===== config.mk =====
export PLATFORM = sky130hd
export DESIGN_NAME = cnuTop
export DESIGN_NICKNAME = d
export VERILOG_FILES = /design/src/rtl/cnuPkg.sv /design/src/rtl/cnuCtrl.sv /design/src/rtl/cnuDatapath.sv /design/src/rtl/cnuTop.sv
export SDC_FILE = /design/constraint.sdc
export NUM_CORES = 1
export LEC_CHECK = 0
export ABC_AREA = 1
export BUFFER_PORTS_ARGS = -buffer_cell sky130_fd_sc_hd__clkbuf_2
export CAP_MARGIN = 15
export CORE_MARGIN = 5
export CORE_UTILIZATION = 40
export CTS_BUF_LIST = sky130_fd_sc_hd__clkbuf_8 sky130_fd_sc_hd__clkbuf_16
export DETAILED_ROUTE_END_ITERATION = 12
export PLACE_DENSITY_LB_ADDON = 0.2
export SETUP_SLACK_MARGIN = 0.02
export SYNTH_ARGS = -nofsm -noshare
export SYNTH_HDL_FRONTEND = slang
export SYNTH_HIERARCHICAL = 1
export SYNTH_SLANG_ARGS = --single-unit

===== constraint.sdc =====
create_clock -name clk -period 15.6 [get_ports clk]
set_input_delay 0.78 -clock clk [delete_from_list [all_inputs] [get_ports clk]]
set_output_delay 0.78 -clock clk [all_outputs]
set_load 0.05 [all_outputs]

===== src/rtl/cnuPkg.sv =====
package cnuPkg;

  // Correction rule applied to the outgoing magnitude.
  typedef enum logic {
    MODE_NORM   = 1'b0,
    MODE_OFFSET = 1'b1
  } cnuMode_e;

  // Strobes from control to datapath.
  typedef struct packed {
    logic capture;     // register a new result this edge
    logic offsetMode;  // use offset correction instead of scaling
  } cnuStrobe_t;

endpackage


===== src/rtl/cnuCtrl.sv =====
module cnuCtrl
  import cnuPkg::*;
(
  input  logic       clk,
  input  logic       rstN,
  input  logic       inValid,
  input  logic       offsetSel,
  output cnuStrobe_t strobe,
  output logic       outValid
);

  cnuMode_e modeSel;

  always_comb begin
    modeSel           = cnuMode_e'(offsetSel);
    strobe.capture    = inValid;
    strobe.offsetMode = (modeSel == MODE_OFFSET);
  end

  always_ff @(posedge clk) begin
    if (!rstN) outValid <= 1'b0;
    else       outValid <= inValid;
  end

endmodule


===== src/rtl/cnuDatapath.sv =====
module cnuDatapath
  import cnuPkg::*;
#(
  parameter int DEG        = 8,
  parameter int W          = 6,
  parameter int NORM_SHIFT = 3,
  parameter int OFFSET     = 1
) (
  input  logic             clk,
  input  logic             rstN,
  input  cnuStrobe_t       strobe,
  input  logic [DEG-1:0]   edgeMask,
  input  logic [DEG*W-1:0] msgIn,
  output logic [DEG*W-1:0] msgOut
);

  localparam int MW = W - 1;
  localparam int IW = (DEG > 1) ? $clog2(DEG) : 1;
  localparam logic [MW-1:0] MAXMAG  = '1;
  localparam logic [W-1:0]  MOSTNEG = {1'b1, {MW{1'b0}}};
  localparam logic [MW-1:0] OFFS    = MW'(OFFSET);

  logic [MW-1:0] edgeMag  [DEG];
  logic          edgeSign [DEG];

  // Per-edge magnitude/sign extraction with saturation and masking.
  for (genvar g = 0; g < DEG; g++) begin : gExtract
    logic [W-1:0] raw;
    logic [W-1:0] negRaw;
    always_comb begin
      raw    = msgIn[g*W +: W];
      negRaw = -raw;
      if (!edgeMask[g]) begin
        edgeMag[g]  = MAXMAG;
        edgeSign[g] = 1'b0;
      end else if (raw == MOSTNEG) begin
        edgeMag[g]  = MAXMAG;
        edgeSign[g] = 1'b1;
      end else if (raw[W-1]) begin
        edgeMag[g]  = negRaw[MW-1:0];
        edgeSign[g] = 1'b1;
      end else begin
        edgeMag[g]  = raw[MW-1:0];
        edgeSign[g] = 1'b0;
      end
    end
  end

  // Two-minimum search and sign parity.
  logic [MW-1:0] min1, min2;
  logic [IW-1:0] minIdx;
  logic          parity;

  always_comb begin
    min1   = MAXMAG;
    min2   = MAXMAG;
    minIdx = '0;
    parity = 1'b0;
    for (int i = 0; i < DEG; i++) begin
      if (edgeMag[i] < min1) begin
        min2   = min1;
        min1   = edgeMag[i];
        minIdx = IW'(i);
      end else if (edgeMag[i] < min2) begin
        min2 = edgeMag[i];
      end
      parity = parity ^ edgeSign[i];
    end
  end

  // Per-edge extrinsic output, correction and register.
  for (genvar g = 0; g < DEG; g++) begin : gOutput
    logic [MW-1:0] selMag;
    logic [MW-1:0] corrMag;
    logic          outSign;
    logic [W-1:0]  nextMsg;
    always_comb begin
      selMag = (minIdx == IW'(g)) ? min2 : min1;
      if (strobe.offsetMode)
        corrMag = (selMag > OFFS) ? (selMag - OFFS) : '0;
      else
        corrMag = selMag - (selMag >> NORM_SHIFT);
      outSign = parity ^ edgeSign[g];
      if (!edgeMask[g])
        nextMsg = '0;
      else if (outSign)
        nextMsg = -{1'b0, corrMag};
      else
        nextMsg = {1'b0, corrMag};
    end

    always_ff @(posedge clk) begin
      if (!rstN)                msgOut[g*W +: W] <= '0;
      else if (strobe.capture)  msgOut[g*W +: W] <= nextMsg;
    end
  end

endmodule


===== src/rtl/cnuTop.sv =====
module cnuTop
  import cnuPkg::*;
#(
  parameter int DEG        = 8,
  parameter int W          = 6,
  parameter int NORM_SHIFT = 3,
  parameter int OFFSET     = 1
) (
  input  logic             clk,
  input  logic             rstN,
  input  logic             inValid,
  input  logic             offsetSel,
  input  logic [DEG-1:0]   edgeMask,
  input  logic [DEG*W-1:0] msgIn,
  output logic             outValid,
  output logic [DEG*W-1:0] msgOut
);

  cnuStrobe_t strobe;

  cnuCtrl uCtrl (
    .clk      (clk),
    .rstN     (rstN),
    .inValid  (inValid),
    .offsetSel(offsetSel),
    .strobe   (strobe),
    .outValid (outValid)
  );

  cnuDatapath #(
    .DEG       (DEG),
    .W         (W),
    .NORM_SHIFT(NORM_SHIFT),
    .OFFSET    (OFFSET)
  ) uDatapath (
    .clk     (clk),
    .rstN    (rstN),
    .strobe  (strobe),
    .edgeMask(edgeMask),
    .msgIn   (msgIn),
    .msgOut  (msgOut)
  );

endmodule


==> metrics.yaml <==
clock_tree:
  clock-root-buffer: "clkbuf_16"
  cts.repair.resized: 0
  ctsHoldBuffers: 0
  cts_setup_buffers: 0
  cts_max_level: 2
  cts_made_buffers: 5
  tritoncts: "yes"
  clock_path_buffers: 2
  clock_latency_ns: 0.30
  path_clk_slew_ns: 0.07
  cts_sinks: 49
synthesis:
  synth-edff-count: 0
  ys_ff_latch: 49
  synthCells: 1613
  yosysSeqAreaShare_pct: 10.93
  syn_nets: 1760
  synth_cell_types: 50
  yosysTopAreaCellShare_pct: 22.26
  synth_async_sr_flop_share_pct: 0
  yosysTopAreaCell: "nand2_1"
  netlist_area_mm2: 0.008972
  syn_area_per_cell_um2: 5.563
  synth_common_cells: "532 x nand2_1, 204 x inv_1, 155 x nand3_1"
  synth_warnings: 6
  synth_area_leaders: "nand2_1 22%, ha_1 11%, dfxtp_1 11%"
  synth_ff_type: "dfxtp_1"
  yosysMostFrequentCell: "nand2_1"
floorplan:
  rows: 54
  core_mm2: 0.02196
  dieArea_mm2: 0.02553
  die_y_um: 159.8
  die_x_um: 159.8
  start_util_pct: 40.86
  io_pins: 109
timing:
  skew_ns: 0
  holdWs_ns: 0.4633
  rsz0062_at_grt: "no"
  worstMarginPinSlew_ns: 0.8725
  fin_crit_ns: 14.06
  final-hold-violation-count: 0
  setup_viol: 0
  fin_crit_sh_pct: 90.12
  slew_headroom_pct: 41.09
  drv_slew: 0
  fmaxAchievable_mhz: 71.13
  finalSetupTns_ns: 0
placement:
  dpl.cell_count: 1973
  place.gp.congestion: 0.9389
  dp_hpwl_um: 20870
  io_buffer_count: 108
finish:
  nNetsFinal: 1847
  fillers: 2474
  antennaDiodeCount: 0
  area_growth_pct: 10.58
  multi_input_area_mm2: 0.006945
  drive_gt1_share_pct: 14.76
  regArea_um2: 980.9
  final_cells: 1981
route:
  drt_iter0_markers: 553
  avgRoutedWirePerCell_um: 12.78
  dr.pass1.iters: 5
  wl_um: 25330
  vias_per_cell: 5.125
  drc: 0
  dr_total_vias: 10150
  antenna_left: 0
critical_path:
  path_max_fanout: 17
  critPathArrivalTime_ns: 14.22
  crit_type: "input port to register"
  crit_path_frequent_cell: "nand2_1"
  crit_path_end_kind: "register"
  cp-start-kind: "input port"
  crit_path_max_incr_delay_ns: 0.63
  crit_required_ns: 15.76
  critPathSlowestCell: "o21ai_0"
  cp_num_buf_inv: 17
  cp_top_family: "compound AO/OA/AOI/OAI gates"
global_routing:
  grt_pass1_wl_um: 42590
  gr-usage-all-layers_pct: 19.16
  antenna_found_initial: 0
  overflow: 0
  grt_pass1_vias: 9164
  grt_max_degree: 52
worst_hold_path:
  hp-class: "register to register"
run_status:
  status: "finished, final reports clean"
flow_run:
  maxCapViolCount: 0
## per-stage QoR
step	util (%)	cell area [um2]	setup slack (ns)
2_1_floorplan	-	8972	3.023
3_3_place_gp	44.38	9746	1.943
3_5_place_dp	44.38	9746	1.406
4_1_cts	45.19	9922	1.694
5_1_grt	45.19	9922	0.1135
6_report	45.19	9922	1.541
## worst min-delay path, stage by stage (launching register included)
cell,delay (ns)
dfxtp_1,0.31
nand2_1,0.06
a21oi_1,0.05
## per-layer routing
layer  GRT usage, %  part of all wire, %  up-vias
li1               -                    -     5387
met1          25.48                   47     4502
met2          34.11                   48      230
met3          1.804                  3.9       34
met4          3.442                  1.3        0
met5              0                    0        -
## placed cells by master (no fill, tap or decap), types with 6 or more instances in the layout
master,netlist,final
a211oi_1,10,10
a21oi_1,82,82
a21oi_2,6,6
clkbuf_2,0,108
dfxtp_1,49,49
fa_1,8,8
ha_1,79,79
inv_1,204,204
inv_2,31,31
nand2_1,532,532
nand2_2,30,30
nand2_4,6,6
nand3_1,155,155
nand3_2,10,10
nand3b_1,11,11
nand4_1,10,10
nor2_1,126,126
nor2_2,12,12
nor3_1,8,8
o211ai_1,10,10
o21ai_0,91,91
o21ai_1,20,20
o21ai_2,17,17
o31ai_1,6,6
or2_2,6,6
xnor2_1,8,8
xor2_1,18,18
## logic make-up after synthesis
family                   synth area share, %
AND/OR/NAND/NOR                        44.96
buffers and inverters                  11.66
AO/OA/AOI/OAI                          17.11
adder cells (fa/ha/maj)                12.80
flip-flops                             10.93
XOR/XNOR                               2.538
## state kept, by name, summed over array words and instances (netlist names)
| signal | cells |
|---|---|
| uDatapath/msgOut | 48 |
| uCtrl/outValid | 1 |
## path summary, 6_finish.rpt
kind	start	to	slack, ns	cells after the start
worst max register to register	uDatapath/msgOut[46]$_SDFFE_PN0P_	uDatapath/msgOut[46]$_SDFFE_PN0P_	14.93	2
worst max-delay path	msgIn[0]	uDatapath/msgOut[28]$_SDFFE_PN0P_	1.54	83
worst min-delay path	uDatapath/msgOut[33]$_SDFFE_PN0P_	uDatapath/msgOut[33]$_SDFFE_PN0P_	0.46	2
worst min register to register	uDatapath/msgOut[33]$_SDFFE_PN0P_	uDatapath/msgOut[33]$_SDFFE_PN0P_	0.46	2
## layout make-up
type | count | share of cell area [%]
repair buffers | 112 | 5.750
flip-flops and latches | 49 | 9.887
clock inverters | 2 | 0.3783
inverters | 238 | 9.054
multi-input cells | 1294 | 70.00
well taps | 280 | 3.531
clock buffers | 6 | 1.400
Power is not shown: default switching activity piles up to over one toggle a cycle in this logic, so the estimate is an artifact.
